### config.mk
export PLATFORM = sky130hd
export DESIGN_NAME = tdm_wave_osc
export DESIGN_NICKNAME = d
export VERILOG_FILES = /design/src/rtl/tdm_osc_pkg.sv /design/src/rtl/tdm_osc_slot_timer.sv /design/src/rtl/tdm_osc_chan_ram.sv /design/src/rtl/tdm_osc_wavetable.sv /design/src/rtl/tdm_osc_out_stage.sv /design/src/rtl/tdm_wave_osc.sv
export SDC_FILE = /design/constraint.sdc
export NUM_CORES = 1
export LEC_CHECK = 0
export CORE_ASPECT_RATIO = 0.5
export CORE_UTILIZATION = 45
export CTS_CLUSTER_SIZE = 8
export DETAILED_ROUTE_END_ITERATION = 16
export GPL_TIMING_DRIVEN = 1
export MAX_ROUTING_LAYER = met4
export PLACE_DENSITY = 0.57
export SLEW_MARGIN = 20
export SYNTH_ARGS = -nofsm -noshare
export SYNTH_HDL_FRONTEND = slang
export SYNTH_SLANG_ARGS = --single-unit
### constraint.sdc
create_clock -name clk -period 17.1 [get_ports clk]
set_clock_uncertainty 0.15 [all_clocks]
set_input_delay 5.13 -clock clk [delete_from_list [all_inputs] [get_ports clk]]
set_output_delay 5.13 -clock clk [all_outputs]
set_load 0.01 [all_outputs]
### src/rtl/tdm_osc_pkg.sv
package tdm_osc_pkg;

  localparam int unsigned OCT_W  = 3;
  localparam int unsigned TONE_W = 1;

  typedef struct packed {
    logic [OCT_W-1:0]  octave;
    logic [TONE_W-1:0] tone;
  } voice_sel_t;

  // Parabolic half-wave sine, offset binary, evaluated at elaboration.
  function automatic int unsigned base_sine(int unsigned pos, int unsigned idx_w,
                                            int unsigned samp_w);
    longint unsigned half, q, bump, mag, mid;
    half = longint'(64'd1) << (idx_w - 1);
    q    = longint'(pos) % half;
    bump = q * (half - 1 - q);
    mag  = (bump << samp_w) >> (2 * idx_w - 3);
    mid  = longint'(64'd1) << (samp_w - 1);
    if (longint'(pos) >= half) return int'(mid - mag);
    return int'(mid + mag);
  endfunction

endpackage

### src/rtl/tdm_osc_slot_timer.sv
module tdm_osc_slot_timer #(
  parameter int unsigned SLOTS    = 16,
  parameter int unsigned SLOT_DIV = 8,
  localparam int unsigned SLOT_W  = $clog2(SLOTS),
  localparam int unsigned DIV_W   = $clog2(SLOT_DIV)
) (
  input  logic              clk,
  input  logic              rst_n,
  output logic              tick,
  output logic [SLOT_W-1:0] slot
);

  localparam logic [DIV_W-1:0]  DIV_LAST  = DIV_W'(SLOT_DIV - 1);
  localparam logic [SLOT_W-1:0] SLOT_LAST = SLOT_W'(SLOTS - 1);

  logic [DIV_W-1:0] div_cnt;

  assign tick = (div_cnt == DIV_LAST);

  always_ff @(posedge clk) begin
    if (!rst_n) begin
      div_cnt <= '0;
      slot    <= '0;
    end else if (tick) begin
      div_cnt <= '0;
      slot    <= (slot == SLOT_LAST) ? '0 : slot + 1'b1;
    end else begin
      div_cnt <= div_cnt + 1'b1;
    end
  end

  AST_TICK_GAP: assert property (@(posedge clk) disable iff (!rst_n)
    tick |=> !tick);
  AST_SLOT_HOLD: assert property (@(posedge clk) disable iff (!rst_n)
    !tick |=> $stable(slot));

endmodule

### src/rtl/tdm_osc_chan_ram.sv
module tdm_osc_chan_ram
  import tdm_osc_pkg::*;
#(
  parameter int unsigned SLOTS   = 16,
  parameter int unsigned PHASE_W = 18,
  parameter int unsigned IDX_W   = 8,
  localparam int unsigned SLOT_W = $clog2(SLOTS)
) (
  input  logic               clk,
  input  logic               rst_n,
  input  logic               tick,
  input  logic [SLOT_W-1:0]  slot,
  input  logic               wr_valid,
  output logic               wr_ready,
  input  logic [SLOT_W-1:0]  wr_slot,
  input  logic [PHASE_W-1:0] wr_step,
  input  voice_sel_t         wr_sel,
  output logic [IDX_W-1:0]   cur_idx,
  output voice_sel_t         cur_sel
);

  logic [PHASE_W-1:0] ph_mem   [SLOTS];
  logic [PHASE_W-1:0] step_mem [SLOTS];
  voice_sel_t         sel_mem  [SLOTS];

  logic [PHASE_W-1:0] next_ph;
  logic               wr_fire;

  assign next_ph  = ph_mem[slot] + step_mem[slot];
  assign cur_idx  = next_ph[PHASE_W-1 -: IDX_W];
  assign cur_sel  = sel_mem[slot];
  assign wr_ready = !(tick && (wr_slot == slot));
  assign wr_fire  = wr_valid && wr_ready;

  always_ff @(posedge clk) begin
    if (!rst_n) begin
      for (int i = 0; i < SLOTS; i++) begin
        ph_mem[i]   <= '0;
        step_mem[i] <= '0;
        sel_mem[i]  <= '0;
      end
    end else begin
      if (tick) ph_mem[slot] <= next_ph;
      if (wr_fire) begin
        step_mem[wr_slot] <= wr_step;
        sel_mem[wr_slot]  <= wr_sel;
      end
    end
  end

  AST_LOAD_KEEPS_PHASE: assert property (@(posedge clk) disable iff (!rst_n)
    wr_fire |=> ph_mem[$past(wr_slot)] == $past(ph_mem[wr_slot]));
  AST_IDLE_PHASE: assert property (@(posedge clk) disable iff (!rst_n)
    !tick |=> ph_mem[$past(slot)] == $past(ph_mem[slot]));

endmodule

### src/rtl/tdm_osc_wavetable.sv
module tdm_osc_wavetable
  import tdm_osc_pkg::*;
#(
  parameter int unsigned IDX_W  = 8,
  parameter int unsigned SAMP_W = 8,
  localparam int unsigned DEPTH = 1 << IDX_W,
  localparam int unsigned HSH_W = OCT_W - 1
) (
  input  logic [IDX_W-1:0]  idx,
  input  voice_sel_t        sel,
  output logic [SAMP_W-1:0] sample
);

  logic [SAMP_W-1:0] rom [DEPTH];

  for (genvar g = 0; g < DEPTH; g++) begin : g_rom
    assign rom[g] = SAMP_W'(base_sine(g, IDX_W, SAMP_W));
  end

  logic [HSH_W-1:0]  hsh;
  logic [IDX_W-1:0]  hidx;
  logic [SAMP_W-1:0] fund, harm;
  logic [SAMP_W:0]   acc;

  // Higher octaves take a lower harmonic: shift = (max_octave - octave) / 2.
  assign hsh  = HSH_W'((~sel.octave) >> 1);
  assign hidx = idx << hsh;
  assign fund = rom[idx];
  assign harm = rom[hidx];
  assign acc  = {1'b0, fund} + {1'b0, harm};

  always_comb begin
    if (sel.tone[0]) sample = acc[SAMP_W:1];
    else             sample = fund;
  end

endmodule

### src/rtl/tdm_osc_out_stage.sv
module tdm_osc_out_stage #(
  parameter int unsigned SLOT_W = 4,
  parameter int unsigned SAMP_W = 8
) (
  input  logic              clk,
  input  logic              rst_n,
  input  logic              load,
  input  logic [SLOT_W-1:0] in_slot,
  input  logic [SAMP_W-1:0] in_data,
  output logic              out_valid,
  input  logic              out_ready,
  output logic [SLOT_W-1:0] out_slot,
  output logic [SAMP_W-1:0] out_data
);

  always_ff @(posedge clk) begin
    if (!rst_n) begin
      out_valid <= 1'b0;
      out_slot  <= '0;
      out_data  <= '0;
    end else if (load) begin
      out_valid <= 1'b1;
      out_slot  <= in_slot;
      out_data  <= in_data;
    end else if (out_valid && out_ready) begin
      out_valid <= 1'b0;
    end
  end

  AST_STALL_HOLD: assert property (@(posedge clk) disable iff (!rst_n)
    (out_valid && !out_ready && !load) |=> out_valid && $stable(out_data) && $stable(out_slot));
  AST_TAKE_CLEARS: assert property (@(posedge clk) disable iff (!rst_n)
    (out_valid && out_ready && !load) |=> !out_valid);

endmodule

### src/rtl/tdm_wave_osc.sv
module tdm_wave_osc
  import tdm_osc_pkg::*;
#(
  parameter int unsigned SLOTS    = 16,
  parameter int unsigned SLOT_DIV = 8,
  parameter int unsigned PHASE_W  = 18,
  parameter int unsigned IDX_W    = 8,
  parameter int unsigned SAMP_W   = 8,
  localparam int unsigned SLOT_W  = $clog2(SLOTS)
) (
  input  logic               clk,
  input  logic               rst_n,
  input  logic               cfg_valid,
  output logic               cfg_ready,
  input  logic [SLOT_W-1:0]  cfg_slot,
  input  logic [PHASE_W-1:0] cfg_step,
  input  logic [OCT_W-1:0]   cfg_octave,
  input  logic [TONE_W-1:0]  cfg_tone,
  output logic               smp_valid,
  input  logic               smp_ready,
  output logic [SLOT_W-1:0]  smp_slot,
  output logic [SAMP_W-1:0]  smp_data
);

  logic              tick;
  logic [SLOT_W-1:0] slot;
  logic [IDX_W-1:0]  cur_idx;
  voice_sel_t        cur_sel, wr_sel;
  logic [SAMP_W-1:0] cur_sample;

  assign wr_sel = '{octave: cfg_octave, tone: cfg_tone};

  tdm_osc_slot_timer #(.SLOTS(SLOTS), .SLOT_DIV(SLOT_DIV)) i_timer (
    .clk(clk), .rst_n(rst_n), .tick(tick), .slot(slot)
  );

  tdm_osc_chan_ram #(.SLOTS(SLOTS), .PHASE_W(PHASE_W), .IDX_W(IDX_W)) i_ram (
    .clk(clk), .rst_n(rst_n), .tick(tick), .slot(slot),
    .wr_valid(cfg_valid), .wr_ready(cfg_ready), .wr_slot(cfg_slot),
    .wr_step(cfg_step), .wr_sel(wr_sel),
    .cur_idx(cur_idx), .cur_sel(cur_sel)
  );

  tdm_osc_wavetable #(.IDX_W(IDX_W), .SAMP_W(SAMP_W)) i_table (
    .idx(cur_idx), .sel(cur_sel), .sample(cur_sample)
  );

  tdm_osc_out_stage #(.SLOT_W(SLOT_W), .SAMP_W(SAMP_W)) i_out (
    .clk(clk), .rst_n(rst_n), .load(tick), .in_slot(slot), .in_data(cur_sample),
    .out_valid(smp_valid), .out_ready(smp_ready), .out_slot(smp_slot), .out_data(smp_data)
  );

  AST_SERVICE_EMITS: assert property (@(posedge clk) disable iff (!rst_n)
    tick |=> smp_valid && (smp_slot == $past(slot)));

endmodule

==> results of run 1 <==
worst register-to-register path, delay by kind of cell, from the launching register on:
| family | cells | cell delay, ns |
|---|---|---|
| buffers and inverters | 7 | 2.71 |
| adder cells (fa/ha/maj) | 3 | 0.93 |
| AO/OA/AOI/OAI | 11 | 2.80 |
| AND/OR/NAND/NOR | 9 | 1.98 |
| flip-flops | 1 | 0.50 |
| multiplexers | 3 | 1.31 |
cell usage after synthesis, types with 15 or more instances:
cell type	number
o311ai_0	16
a21oi_1	103
mux4_2	193
nor2_1	390
ha_1	44
and3_1	28
inv_1	22
nand2_1	138
dfxtp_1	24
o211ai_1	24
nand3_1	34
a31oi_1	16
a211oi_1	33
and2_1	345
buf_1	30
edfxtp_1	624
nor3_1	57
a311oi_1	15
o21ai_0	111
clkbuf_1	203
where the power goes:
| part | internal, mW | switching [mW] | total [mW] |
|---|---|---|---|
| sequential | 1.81 | 0.0176 | 1.83 |
| combinational | 0.256 | 0.521 | 0.777 |
| clock | 0.952 | 0.656 | 1.61 |
metrics by stage:
| step | area, sq um | setup WS (ns) | utilization | power [mW] |
|---|---|---|---|---|
| finish | 37600 | 5.03 | 0.512 | 4.21 |
| floorplan | 33600 | 6.04 | - | 2.38 |
| global placement | 35100 | 5.07 | 0.478 | 2.61 |
| global route | 37600 | 4.93 | 0.512 | 4.37 |
| CTS | 37600 | 5.02 | 0.512 | 4.22 |
| detailed placement | 35200 | 5.02 | 0.479 | 2.61 |
flip-flops by register name, indices dropped and copies added (netlist names), named ones only:
register         cells
i_ram.ph_mem       288
i_out.out_data       8
i_out.out_slot       4
i_timer.slot         4
i_ram.sel_mem       48
i_ram.step_mem     288
i_timer.div_cnt      3
i_out.out_valid      1
kinds of logic (layout without fill, tap and decap cells):
kind of cell | count (synthesis) | in the layout | share of synthesized area
and+or+nand+nor | 1045 | 1045 | 0.152
DFF | 648 | 648 | 0.571
AOI/OAI and AO/OA | 448 | 448 | 0.0883
buffers and inverters | 271 | 275 | 0.0311
muxes | 209 | 209 | 0.134
adders and majority gates | 46 | 46 | 0.0176
xor gates and xnor gates | 20 | 20 | 0.00521
final cells by class:
type / count / area share
tap: 972 / 0.0323
sequential: 648 / 0.511
multi-input combinational: 1768 / 0.361
timing repair buffer: 132 / 0.0290
clock buffer: 112 / 0.0626
clock inverter: 6 / 0.00229
inverter: 25 / 0.00249
worst max-delay path by stage:
stage / end / slack, ns / cells past startpoint
2_1_floorplan: cfg_ready / 6.04 / 4
3_3_place_gp: cfg_ready / 5.07 / 5
3_5_place_dp: cfg_ready / 5.02 / 5
4_1_cts: cfg_ready / 5.02 / 5
5_1_grt: cfg_ready / 4.93 / 5
6_report: cfg_ready / 5.03 / 5
metal layers:
layer | vias to the layer above | GRT usage | part of all wire
li1 | 10035 | - | -
met1 | 11641 | 0.386 | 0.44
met2 | 1033 | 0.409 | 0.46
met5 | - | - | 0
met3 | 165 | 0.0415 | 0.076
met4 | 0 | 0.0615 | 0.020
==> flow_summary_export.csv, run 1 <==
group,metric,value,unit
place,post-dp-hpwl,58.4,mm
cells_and_area,num_antenna_cells,0,
logic_synthesis,netlist_area,33600,sq um
worst_setup_path,start_kind,"input pin",
routing,drc,0,
timing,finalHoldViolCount,0,
min_path,min-delay-start,"i_timer.div_cnt[0]",
timing,fmax,82.8,MHz
routing,drt_wl_total,98.6,mm
routing,wl_per_cell,26.9,um
worst_setup_path,crit_start,"cfg_slot[3]",
run_status,status,"complete, no violations",
logic_synthesis,syn_nets,2763,
clock_tree,numClockSinks,648,
worst_setup_path,path_class,"input pin to primary output",
clock_tree,post-cts-setup-buffers,0,
clock_tree,clkLatencyLatePin,0.65,ns
cells_and_area,nets,2742,
cells_and_area,multi_input_area,13600,sq um
grt,gr-total-overflow,0,
timing,rsz0062_at_grt,"false",
worst_setup_path,path_delay_family,"buffers and inverters",
clock_tree,clk_pin_slew,0.05,ns
logic_synthesis,syn_area_per_cell,12.5,sq um
logic_synthesis,synth.top_cell.area_share,0.557,
logic_synthesis,synth-seq-cells,648,
logic_synthesis,syn_inst,2687,
worst_setup_path,crit_path_cell_trace,"clkdlybuf4s50_1, xor2_1, nor3_1, nand3_1, clkdlybuf4s50_1",
routing,num_vias,22874,
logic_synthesis,yosysWarnings,0,
clock_tree,numCtsBuffers,91,
clock_tree,ctsResizeCount,0,
logic_synthesis,yosysSeqAreaShare,0.571,
place,globalplace.congestion,0.897,
timing,finalCritPeriodShare,0.706,
power,max-vdd-ir-drop,0.0819,mV
floorplanning,coreArea,73500,sq um
floorplanning,pin_count,44,
worst_setup_path,worstSetupEndpointType,"primary output",
min_path,hold_path_depth,1,
cells_and_area,fin_cells,3663,
worst_setup_path,crit_path_max_fanout,8,
cells_and_area,mostFrequentLayoutCells,"edfxtp_1 (624), nor2_1 (376), and2_1 (345)",
power,powerDensity,112,nW/um^2
logic_synthesis,synth-edff-count,624,
worst_setup_path,cp.required,11.82,ns
routing,first_pass_iters,6,
place,placed_cells,3545,
worst_setup_path,cp_slowest_cell,"clkdlybuf4s50_1",
timing,period_minus_slack,12.07,ns
routing,final_antenna_net_count,0,
timing,tightest_slew,1.15,ns
floorplanning,die_w,389,um
min_path,hp-class,"register to register",
floorplanning,start_util,0.458,
job,cap_violations,0,
routing,initialDrtViolationCount,2887,
worst_setup_path,crit_path_max_incr_delay,0.61,ns
logic_synthesis,yosysUniqueCellTypes,72,
floorplanning,num_rows,70,
clock_tree,cts_tree,"done",
worst_setup_path,cp_common_cell,"clkdlybuf4s50_1",
logic_synthesis,synthArstFlopShare,0,
logic_synthesis,ys.flop_type,"edfxtp_1",
min_path,holdPathEnd,"i_timer.div_cnt[0]",
grt,antenna_found_initial,2,
timing,slew_headroom,0.231,
logic_synthesis,synth_area_leaders,"edfxtp_1 (56%), mux4_2 (13%), and2_1 (6.4%)",
worst_setup_path,cp.buffers_inverters,2,
power,leakagePower,13.0,nW
grt,grt_max_degree,64,
worst_setup_path,worstPathArrival,6.79,ns
floorplanning,dieArea,75900,sq um
worst_setup_path,reg2reg_depth,33,
floorplanning,die_y,195,um
cells_and_area,seqCellArea,19200,sq um
worst_setup_path,reg2reg_slack,6.61,ns
place,portBuffers,42,
timing,hold_slack,0.281,ns
grt,track_usage,0.270,
timing,finalSetupViolCount,0,
grt,grt_pass1_vias,22152,
cells_and_area,drive_above_1_share,0.166,
clock_tree,clockBufferDepth,3,
clock_tree,ctsHtreeMaxLevel,3,
clock_tree,cts_root_buffer,"clkbuf_16",
timing,drv_slew,0,
routing,vias_per_cell,6.24,
cells_and_area,area_growth,11.9,%
grt,grt_pass1_wl,147,mm
cells_and_area,final_common_cell,"edfxtp_1",
logic_synthesis,yosysTopAreaCell,"edfxtp_1",
timing,fin_setup_tns,0,ns
clock_tree,cts_hold_buf,0,
worst_setup_path,regToRegEndpoint,"i_out.out_data[7]",
cells_and_area,n_fill_cell,6200,
No activity file was read; power rests on OpenSTA's default activity.
==> run 2: changes to the inputs <==
PLACE_DENSITY = 0.6   (was 0.57)
clock period = 10.2 ns   (was 17.1 ns; I/O delays follow)
==> flow_summary_export.csv, run 2 (synthesis gave the netlist of run 1 again) <==
group,metric,value,unit
power,powerDensity,187,nW/um^2
place,globalplace.congestion,0.936,
cells_and_area,drive_above_1_share,0.166,
place,portBuffers,42,
timing,worst_slack,1.38,ns
worst_setup_path,path_delay_family,"compound AO/OA/AOI/OAI gates",
worst_setup_path,worstSetupEndpointType,"register",
routing,initialDrtViolationCount,2757,
cells_and_area,fin_area,37800,sq um
timing,finalHoldViolCount,0,
clock_tree,numCtsBuffers,90,
power,p_seq_frac,0.433,
timing,finalSetupViolCount,0,
timing,drv_slew,0,
floorplanning,start_util,0.458,
clock_tree,cts_hold_buf,0,
grt,grt_pass1_vias,22251,
floorplanning,pin_count,44,
power,comb_power_share,0.187,
cells_and_area,area_growth,12.5,%
clock_tree,clk_pin_slew,0.05,ns
clock_tree,cts_root_buffer,"clkbuf_16",
power,leakagePower,13.1,nW
timing,slew_headroom,0.206,
grt,gr-total-overflow,0,
routing,first_pass_iters,6,
clock_tree,clkLatencyLatePin,0.65,ns
grt,grt_pass1_wl,145,mm
worst_setup_path,cp.required,10.56,ns
grt,antenna_found_initial,1,
timing,fin_setup_tns,0,ns
floorplanning,die_w,389,um
cells_and_area,reg_top3,"i_ram.ph_mem (288), i_ram.step_mem (288), i_ram.sel_mem (48)",
routing,wl_per_cell,26.4,um
floorplanning,die_y,195,um
cells_and_area,nets,2760,
cells_and_area,fin_util,0.515,
power,clkPwrFrac,0.380,
cells_and_area,num_antenna_cells,0,
clock_tree,numClockSinks,648,
timing,period_minus_slack,8.82,ns
worst_setup_path,cp_slowest_cell,"dfxtp_4",
routing,drc,0,
worst_setup_path,worstPathArrival,9.17,ns
timing,finalCritPeriodShare,0.864,
cells_and_area,final_common_cell,"edfxtp_1",
timing,fmax,113,MHz
floorplanning,num_rows,70,
clock_tree,cts_tree,"done",
grt,track_usage,0.265,
routing,final_antenna_net_count,0,
timing,tightest_slew,1.19,ns
min_path,hp-class,"register to register",
run_status,status,"complete, no violations",
routing,vias_per_cell,6.26,
job,cap_violations,0,
clock_tree,ctsHtreeMaxLevel,3,
power,intPower,5.08,mW
timing,rsz0062_at_grt,"false",
cells_and_area,mostFrequentLayoutCells,"edfxtp_1 (624), nor2_1 (388), and2_1 (345)",
floorplanning,dieArea,75900,sq um
worst_setup_path,path_class,"register to register",
power,max-vdd-ir-drop,0.139,mV
grt,grt_max_degree,60,
routing,num_vias,23038,
worst_setup_path,cp_common_cell,"nand2_1",
power,netSwitchingFraction,0.283,
worst_setup_path,start_kind,"register",
worst_setup_path,crit_path_max_fanout,29,
place,post-dp-hpwl,59.5,mm
power,power.switching,2.00,mW
floorplanning,coreArea,73500,sq um
place,pre_cts_slack,1.57,ns
worst_setup_path,crit_path_max_incr_delay,0.61,ns
clock_tree,post-cts-setup-buffers,0,
routing,drt_wl_total,97.2,mm
worst_setup_path,cp.buffers_inverters,4,
clock_tree,clockBufferDepth,3,
clock_tree,ctsResizeCount,0,
place,postPlaceCellArea,35400,sq um
[run 2: changes by cell type in the layout (fill, tap and decap cells not counted), moves of 2 or more]
| cell | change |
|---|---|
| buf_4 | +12 |
| nor2_1 | +12 |
| nor2_2 | -12 |
| buf_12 | +7 |
| clkbuf_1 | +2 |
| inv_6 | +2 |
[run 2: worst paths after layout]
path,startpoint,end,slack (ns),cells past startpoint
setup / recovery,register,i_out.out_data[7],1.38,34
hold / removal,i_timer.div_cnt[0],i_timer.div_cnt[0],0.29,1
setup reg to reg,register,i_out.out_data[7],1.38,34
hold reg to reg,i_timer.div_cnt[0],i_timer.div_cnt[0],0.29,1
[run 2: area by class of cell]
type,instances,area (sq um)
tap,972,1220
inverter,25,93.8
clock buffer,114,2360
multi-input combinational,1768,13500
timing repair buffer,151,1320
fill,6191,35700
clock inverter,5,72.6
sequential,648,19200
[run 2: worst reg2reg max path, delay by kind of cell, from the launching register on]
family | cells | cell delay [ns]
AO/OA/AOI/OAI | 13 | 3.02
flip-flops | 1 | 0.61
multiplexers | 3 | 1.33
adder cells (fa/ha/maj) | 4 | 1.38
AND/OR/NAND/NOR | 10 | 1.30
buffers and inverters | 4 | 0.90
[run 2: per-layer routing]
layer,global-route usage,routed length (um),vias to the layer above
li1,-,-,10087
met1,0.375,41900,11637
met2,0.403,44900,1166
met3,0.0418,8570,148
met4,0.0625,1840,0
met5,-,0,-
[run 2: power groups by stage]
stage / sequential (mW) / combinational, mW / clock (mW)
final: 3.06 / 1.32 / 2.69
after global routing: 3.07 / 1.42 / 2.83
after CTS: 3.06 / 1.29 / 2.72
after detailed placement: 3.12 / 1.28 / 0
after global placement: 3.11 / 1.28 / 0
after floorplan: 3.10 / 0.889 / 0
[run 2: through the flow]
step | std cells | power [mW] | hold slack (ns)
finish | 3683 | 7.08 | 0.290
CTS | 3683 | 7.08 | 0.292
global placement | 3564 | 4.39 | 0.275
global route | 3683 | 7.33 | 0.307
floorplan | 2687 | 3.99 | 0.254
detailed placement | 3564 | 4.40 | 0.280
